**src/rtl/subch_router_pkg.sv**
```systemverilog
package subch_router_pkg;
  localparam int unsigned NUM_ENGINES = 5;

  typedef enum logic [1:0] {
    MC_BIND = 2'd0,
    MC_RSVD = 2'd1,
    MC_FWD  = 2'd2
  } mclass_e;

  // Engine port e is selected by identifier e+1.
  function automatic int unsigned engine_code(input int unsigned port);
    return port + 1;
  endfunction
endpackage

```
**src/rtl/subch_bind_table.sv**
```systemverilog
module subch_bind_table #(
  parameter int unsigned ENTRIES = 8,
  parameter int unsigned ID_W    = 32,
  localparam int unsigned IDX_W  = $clog2(ENTRIES)
) (
  input  logic             clk,
  input  logic             rst_n,
  input  logic             wr_en,
  input  logic [IDX_W-1:0] wr_idx,
  input  logic [ID_W-1:0]  wr_val,
  input  logic [IDX_W-1:0] rd_idx,
  output logic [ID_W-1:0]  rd_val
);
  logic [ID_W-1:0] entry_q [ENTRIES];

  for (genvar i = 0; i < ENTRIES; i++) begin : g_entry
    always_ff @(posedge clk or negedge rst_n) begin
      if (!rst_n) begin
        entry_q[i] <= '0;
      end else if (wr_en && (wr_idx == IDX_W'(i))) begin
        entry_q[i] <= wr_val;
      end
    end
  end

  assign rd_val = entry_q[rd_idx];
endmodule

```
**src/rtl/subch_classify.sv**
```systemverilog
module subch_classify
  import subch_router_pkg::*;
#(
  parameter int unsigned METHOD_W   = 13,
  parameter int unsigned ID_W       = 32,
  parameter int unsigned RSVD_LIMIT = 64
) (
  input  logic [METHOD_W-1:0]    method,
  input  logic [ID_W-1:0]        bound_id,
  output mclass_e                cls,
  output logic [NUM_ENGINES-1:0] hit,
  output logic                   known
);
  always_comb begin
    if (method == '0)                          cls = MC_BIND;
    else if (method < METHOD_W'(RSVD_LIMIT))   cls = MC_RSVD;
    else                                       cls = MC_FWD;
  end

  for (genvar e = 0; e < NUM_ENGINES; e++) begin : g_match
    assign hit[e] = (bound_id == ID_W'(engine_code(e)));
  end

  assign known = |hit;
endmodule

```
**src/rtl/subch_router.sv**
```systemverilog
module subch_router
  import subch_router_pkg::*;
#(
  parameter int unsigned METHOD_W   = 13,
  parameter int unsigned DATA_W     = 32,
  parameter int unsigned REM_W      = 8,
  parameter int unsigned SUBCH_N    = 8,
  parameter int unsigned RSVD_LIMIT = 64,
  localparam int unsigned SUBCH_W   = $clog2(SUBCH_N)
) (
  input  logic                   clk,
  input  logic                   rst_n,
  input  logic                   in_valid,
  output logic                   in_ready,
  input  logic [METHOD_W-1:0]    in_method,
  input  logic [SUBCH_W-1:0]     in_subch,
  input  logic [DATA_W-1:0]      in_data,
  input  logic [REM_W-1:0]       in_remain,
  output logic [NUM_ENGINES-1:0] eng_valid,
  input  logic [NUM_ENGINES-1:0] eng_ready,
  output logic [METHOD_W-1:0]    eng_method,
  output logic [DATA_W-1:0]      eng_data,
  output logic [REM_W-1:0]       rem_3d,
  output logic                   err_reserved,
  output logic                   err_unknown
);
  logic [DATA_W-1:0]      bound_id;
  mclass_e                cls;
  logic [NUM_ENGINES-1:0] hit;
  logic                   known;
  logic                   is_fwd;
  logic                   bind_wr;

  assign bind_wr = in_valid && (cls == MC_BIND);
  assign is_fwd  = in_valid && (cls == MC_FWD);

  subch_bind_table #(
    .ENTRIES (SUBCH_N),
    .ID_W    (DATA_W)
  ) u_table (
    .clk    (clk),
    .rst_n  (rst_n),
    .wr_en  (bind_wr),
    .wr_idx (in_subch),
    .wr_val (in_data),
    .rd_idx (in_subch),
    .rd_val (bound_id)
  );

  subch_classify #(
    .METHOD_W   (METHOD_W),
    .ID_W       (DATA_W),
    .RSVD_LIMIT (RSVD_LIMIT)
  ) u_classify (
    .method   (in_method),
    .bound_id (bound_id),
    .cls      (cls),
    .hit      (hit),
    .known    (known)
  );

  always_comb begin
    eng_valid = is_fwd ? hit : '0;
    if (cls == MC_FWD && known) in_ready = |(hit & eng_ready);
    else                        in_ready = 1'b1;
  end

  assign err_reserved = in_valid && (cls == MC_RSVD);
  assign err_unknown  = is_fwd && !known;
  assign eng_method   = in_method;
  assign eng_data     = in_data;
  assign rem_3d       = in_remain;
endmodule

```
**config.mk**
```make
export PLATFORM = sky130hd
export DESIGN_NAME = subch_router
export DESIGN_NICKNAME = d
export VERILOG_FILES = /design/src/rtl/subch_router_pkg.sv /design/src/rtl/subch_bind_table.sv /design/src/rtl/subch_classify.sv /design/src/rtl/subch_router.sv
export SDC_FILE = /design/constraint.sdc
export NUM_CORES = 1
export LEC_CHECK = 0
export ABC_AREA = 1
export BUFFER_PORTS_ARGS = -buffer_cell sky130_fd_sc_hd__buf_2
export CORE_UTILIZATION = 65
export CTS_CLUSTER_DIAMETER = 50
export CTS_CLUSTER_SIZE = 16
export DETAILED_ROUTE_END_ITERATION = 10
export PLACE_DENSITY = 0.93
export SYNTH_ARGS = -nofsm -noshare
export SYNTH_HDL_FRONTEND = slang
export SYNTH_HIERARCHICAL = 1
export SYNTH_SLANG_ARGS = --single-unit
```
**constraint.sdc**
```tcl
create_clock -name clk -period 3.1 [get_ports clk]
set_input_delay 0.31 -clock clk [delete_from_list [all_inputs] [get_ports clk]]
set_output_delay 0.31 -clock clk [all_outputs]
set_load 0.01 [all_outputs]
```
==> flow_metrics.env <==
export IMPL_cts_clk_slew_worst_paths_ps=70
export IMPL_setup_viol=0
export IMPL_drc=0
export IMPL_yosys_area_top_type="dfrtp_1"
export IMPL_cp_startpoint="u_table/entry_q[16]"
export IMPL_busiest_layer="met2"
export IMPL_reg2reg_depth=2
export IMPL_synth_warning_count=6
export IMPL_avgSynthCellArea_um2=7.13
export IMPL_n_fill_cell=1402
export IMPL_die_y_um=145
export IMPL_p_seq_frac=0.461
export IMPL_finalMaxSlewViolations=0
export IMPL_clock_path_buffers=3
export IMPL_syn_area_um2=13300
export IMPL_endpoint_kind="output pin"
export IMPL_grt_max_degree=104
export IMPL_start_kind="flip-flop"
export IMPL_reg_top3="u_table/entry_q x256"
export IMPL_wl_per_cell_um=15.4
export IMPL_rrSetupSlack_ps=2310
export IMPL_antenna_found_initial=0
export IMPL_largest_reg_flops=256
export IMPL_hold_ws_ps=9.44
export IMPL_antenna_cells=0
export IMPL_pwr_share_clk=0.450
export IMPL_synth_fp_nets=1924
export IMPL_gp_congestion=0.850
export IMPL_timing_final_crit_period_ps=2830
export IMPL_pwr_share_comb=0.089
export IMPL_cts_buffers=26
export IMPL_fin_ws_ps=274
export IMPL_synth_top_area_frac=0.483
export IMPL_overflow=0
export IMPL_relSlewSlack=0.487
export IMPL_seq_area_um2=6410
export IMPL_first_pass_iters=5
export IMPL_place_inst=2116
export IMPL_die_width_um=145
export IMPL_hold_viol_final=0
export IMPL_final_nets=1948
export IMPL_crit_type="reg -> out"
export IMPL_area_growth_synth_to_final_pct=10.5
export IMPL_cp_arrival_ps=2520
export IMPL_initial_utilization=0.673
export IMPL_p_int_w=0.00551
export IMPL_place_ws_ps=381
export IMPL_top_register="u_table/entry_q"
export IMPL_status="finished clean"
export IMPL_via_per_inst=5.52
export IMPL_finClkSkew_ps=0
export IMPL_ant_nets=0
export IMPL_netlist_instances=1860
export IMPL_rsz0062_at_grt="false"
export IMPL_final_common_cell="nand2_1"
export IMPL_grt_pass1_vias=11537
export IMPL_post_route_util=0.744
export IMPL_fmax_mhz=354
export IMPL_cp_max_fo=3
export IMPL_cap_violations=0
export IMPL_layout_drive_gt1_share=0.111
export IMPL_yosys_top_cells_area="dfrtp_1 (48%), nand2_1 (20%), o21ai_0 (9.5%)"
export IMPL_grtUsageMet1=0.431
export IMPL_clock_sinks=256
export IMPL_power_switching_w=0.00191
export IMPL_io_buffers=108
export IMPL_drt_iter0_drc=1253
export IMPL_seq_area_frac_synth=0.483
export IMPL_placementRows=51
export IMPL_use_met2=0.557
export IMPL_postCtsSetupRepairBufs=0
export IMPL_tns_ps=0
export IMPL_synth_cell_types=22
export IMPL_max_vdd_ir_drop_mv=0.502
export IMPL_ys_seq_elements=256
export IMPL_cts_max_level=1
export IMPL_dp_hpwl_um=19600
export IMPL_grtUsageTotal=0.337
export IMPL_drt_total_wl_um=33400
export IMPL_power_density_nw_per_um2=506
export IMPL_p_sw_frac=0.257
export IMPL_cts_tree="yes"
export IMPL_required_ps=2790
export IMPL_grt_pass1_wl_um=55400
export IMPL_r2r_end="u_table/entry_q[181]"
export IMPL_hold_class="in -> reg"
export IMPL_cts_root_buffer="clkbuf_16"
export IMPL_multi_input_area_um2=4890
export IMPL_dr_total_vias=11975
export IMPL_ios=125
export IMPL_design_core_area_um2=19700
export IMPL_layout_common_cells="nand2_1 (695), inv_1 (303), dfrtp_1 (256)"
export IMPL_fin_crit_sh=0.912
export IMPL_leakage_nw=7.54
export IMPL_dieArea_um2=21000
export IMPL_crit_end="in_ready"
export IMPL_worst_slew_pin_slew_ps=769
export IMPL_clock_latency_ps=530
export IMPL_use_met3=0.0507
export IMPL_fin_cells=2168
export IMPL_timing_rr_start="u_table/entry_q[181]"
power groups by stage:
| stage | clock network [W] | logic, W | registers, W |
|---|---|---|---|
| floorplan | 0 | 0.000421 | 0.00348 |
| global placement | 0 | 0.000618 | 0.00348 |
| detailed placement | 0 | 0.000637 | 0.00348 |
| CTS | 0.00337 | 0.000654 | 0.00342 |
| global route | 0.00352 | 0.000740 | 0.00342 |
| finish | 0.00334 | 0.000661 | 0.00342 |
through the flow:
stage,power (W),instance area [um2]
after global placement,0.00410,13700
after detailed placement,0.00412,13700
final,0.00742,14700
after global routing,0.00769,14700
after CTS,0.00745,14700
after floorplan,0.00390,13300
area by class of cell:
cell class / instances / share of cell area
multi-input combinational: 1146 / 0.333
timing repair buffer: 145 / 0.0652
tap: 265 / 0.0226
clock buffer: 31 / 0.0478
inverter: 309 / 0.0792
clock inverter: 16 / 0.0149
sequential: 256 / 0.437
worst max-delay path, stage by stage (launching register included):
cell and delay [ps]:
dfrtp_1 370, inv_1 100, nand2_1 70, nand3_1 100
nand2_1 50, nand2_1 60, nand2_1 60, nor2_1 90
nand2_1 90, nor2_2 160, nand2_2 150, nor2_4 140
nand2_1 100, nand3_2 90, nand3_1 70, nor2_1 90
nand2_1 50, buf_2 130
routing by layer:
metal,vias up,share of wire
li1,5619,-
met1,5608,0.39
met2,615,0.48
met3,133,0.083
met4,0,0.041
met5,-,0
how the worst min path moves through the flow:
| stage | from | endpoint | slack [ps] | depth (start not counted) |
|---|---|---|---|---|
| finish | in_data[6] | u_table/entry_q[6] | 9 | 3 |
| global route | in_data[11] | u_table/entry_q[11] | 30 | 3 |
| CTS | in_data[8] | u_table/entry_q[8] | 2 | 3 |
| detailed placement | rst_n | u_table/entry_q[105] | 420 | 1 |
| global placement | rst_n | u_table/entry_q[73] | 410 | 1 |
| floorplan | rst_n | u_table/entry_q[0] | 10 | 0 |
cells by family (layout without fill, tap and decap cells):
logic type | after synthesis | in the layout | synth area share
flops | 256 | 256 | 0.483
buf+inv | 458 | 501 | 0.149
simple gates | 888 | 888 | 0.270
compound gates | 258 | 258 | 0.0973
cell usage after synthesis:
library cell  count
nand2_1         697
inv_1           304
dfrtp_1         256
o21ai_0         252
nand3_1         131
buf_4            56
buf_2            40
clkbuf_1         37
nor2_1           36
buf_1            13
nand2_2           6
nor2_2            6
inv_2             5
o21ai_1           5
clkbuf_2          3
nand3_2           3
nor3_1            3
nor3_2            2
nor4_1            2
a21oi_1           1
nor2_4            1
nor3_4            1
timing repair:
action	4_1_cts	5_1_grt
gates resized for setup	0	2
setup endpoints to repair	0	1
hold endpoints to repair	103	0
hold buffers	5	0
Note: power is estimated with default switching activity, not from simulation.
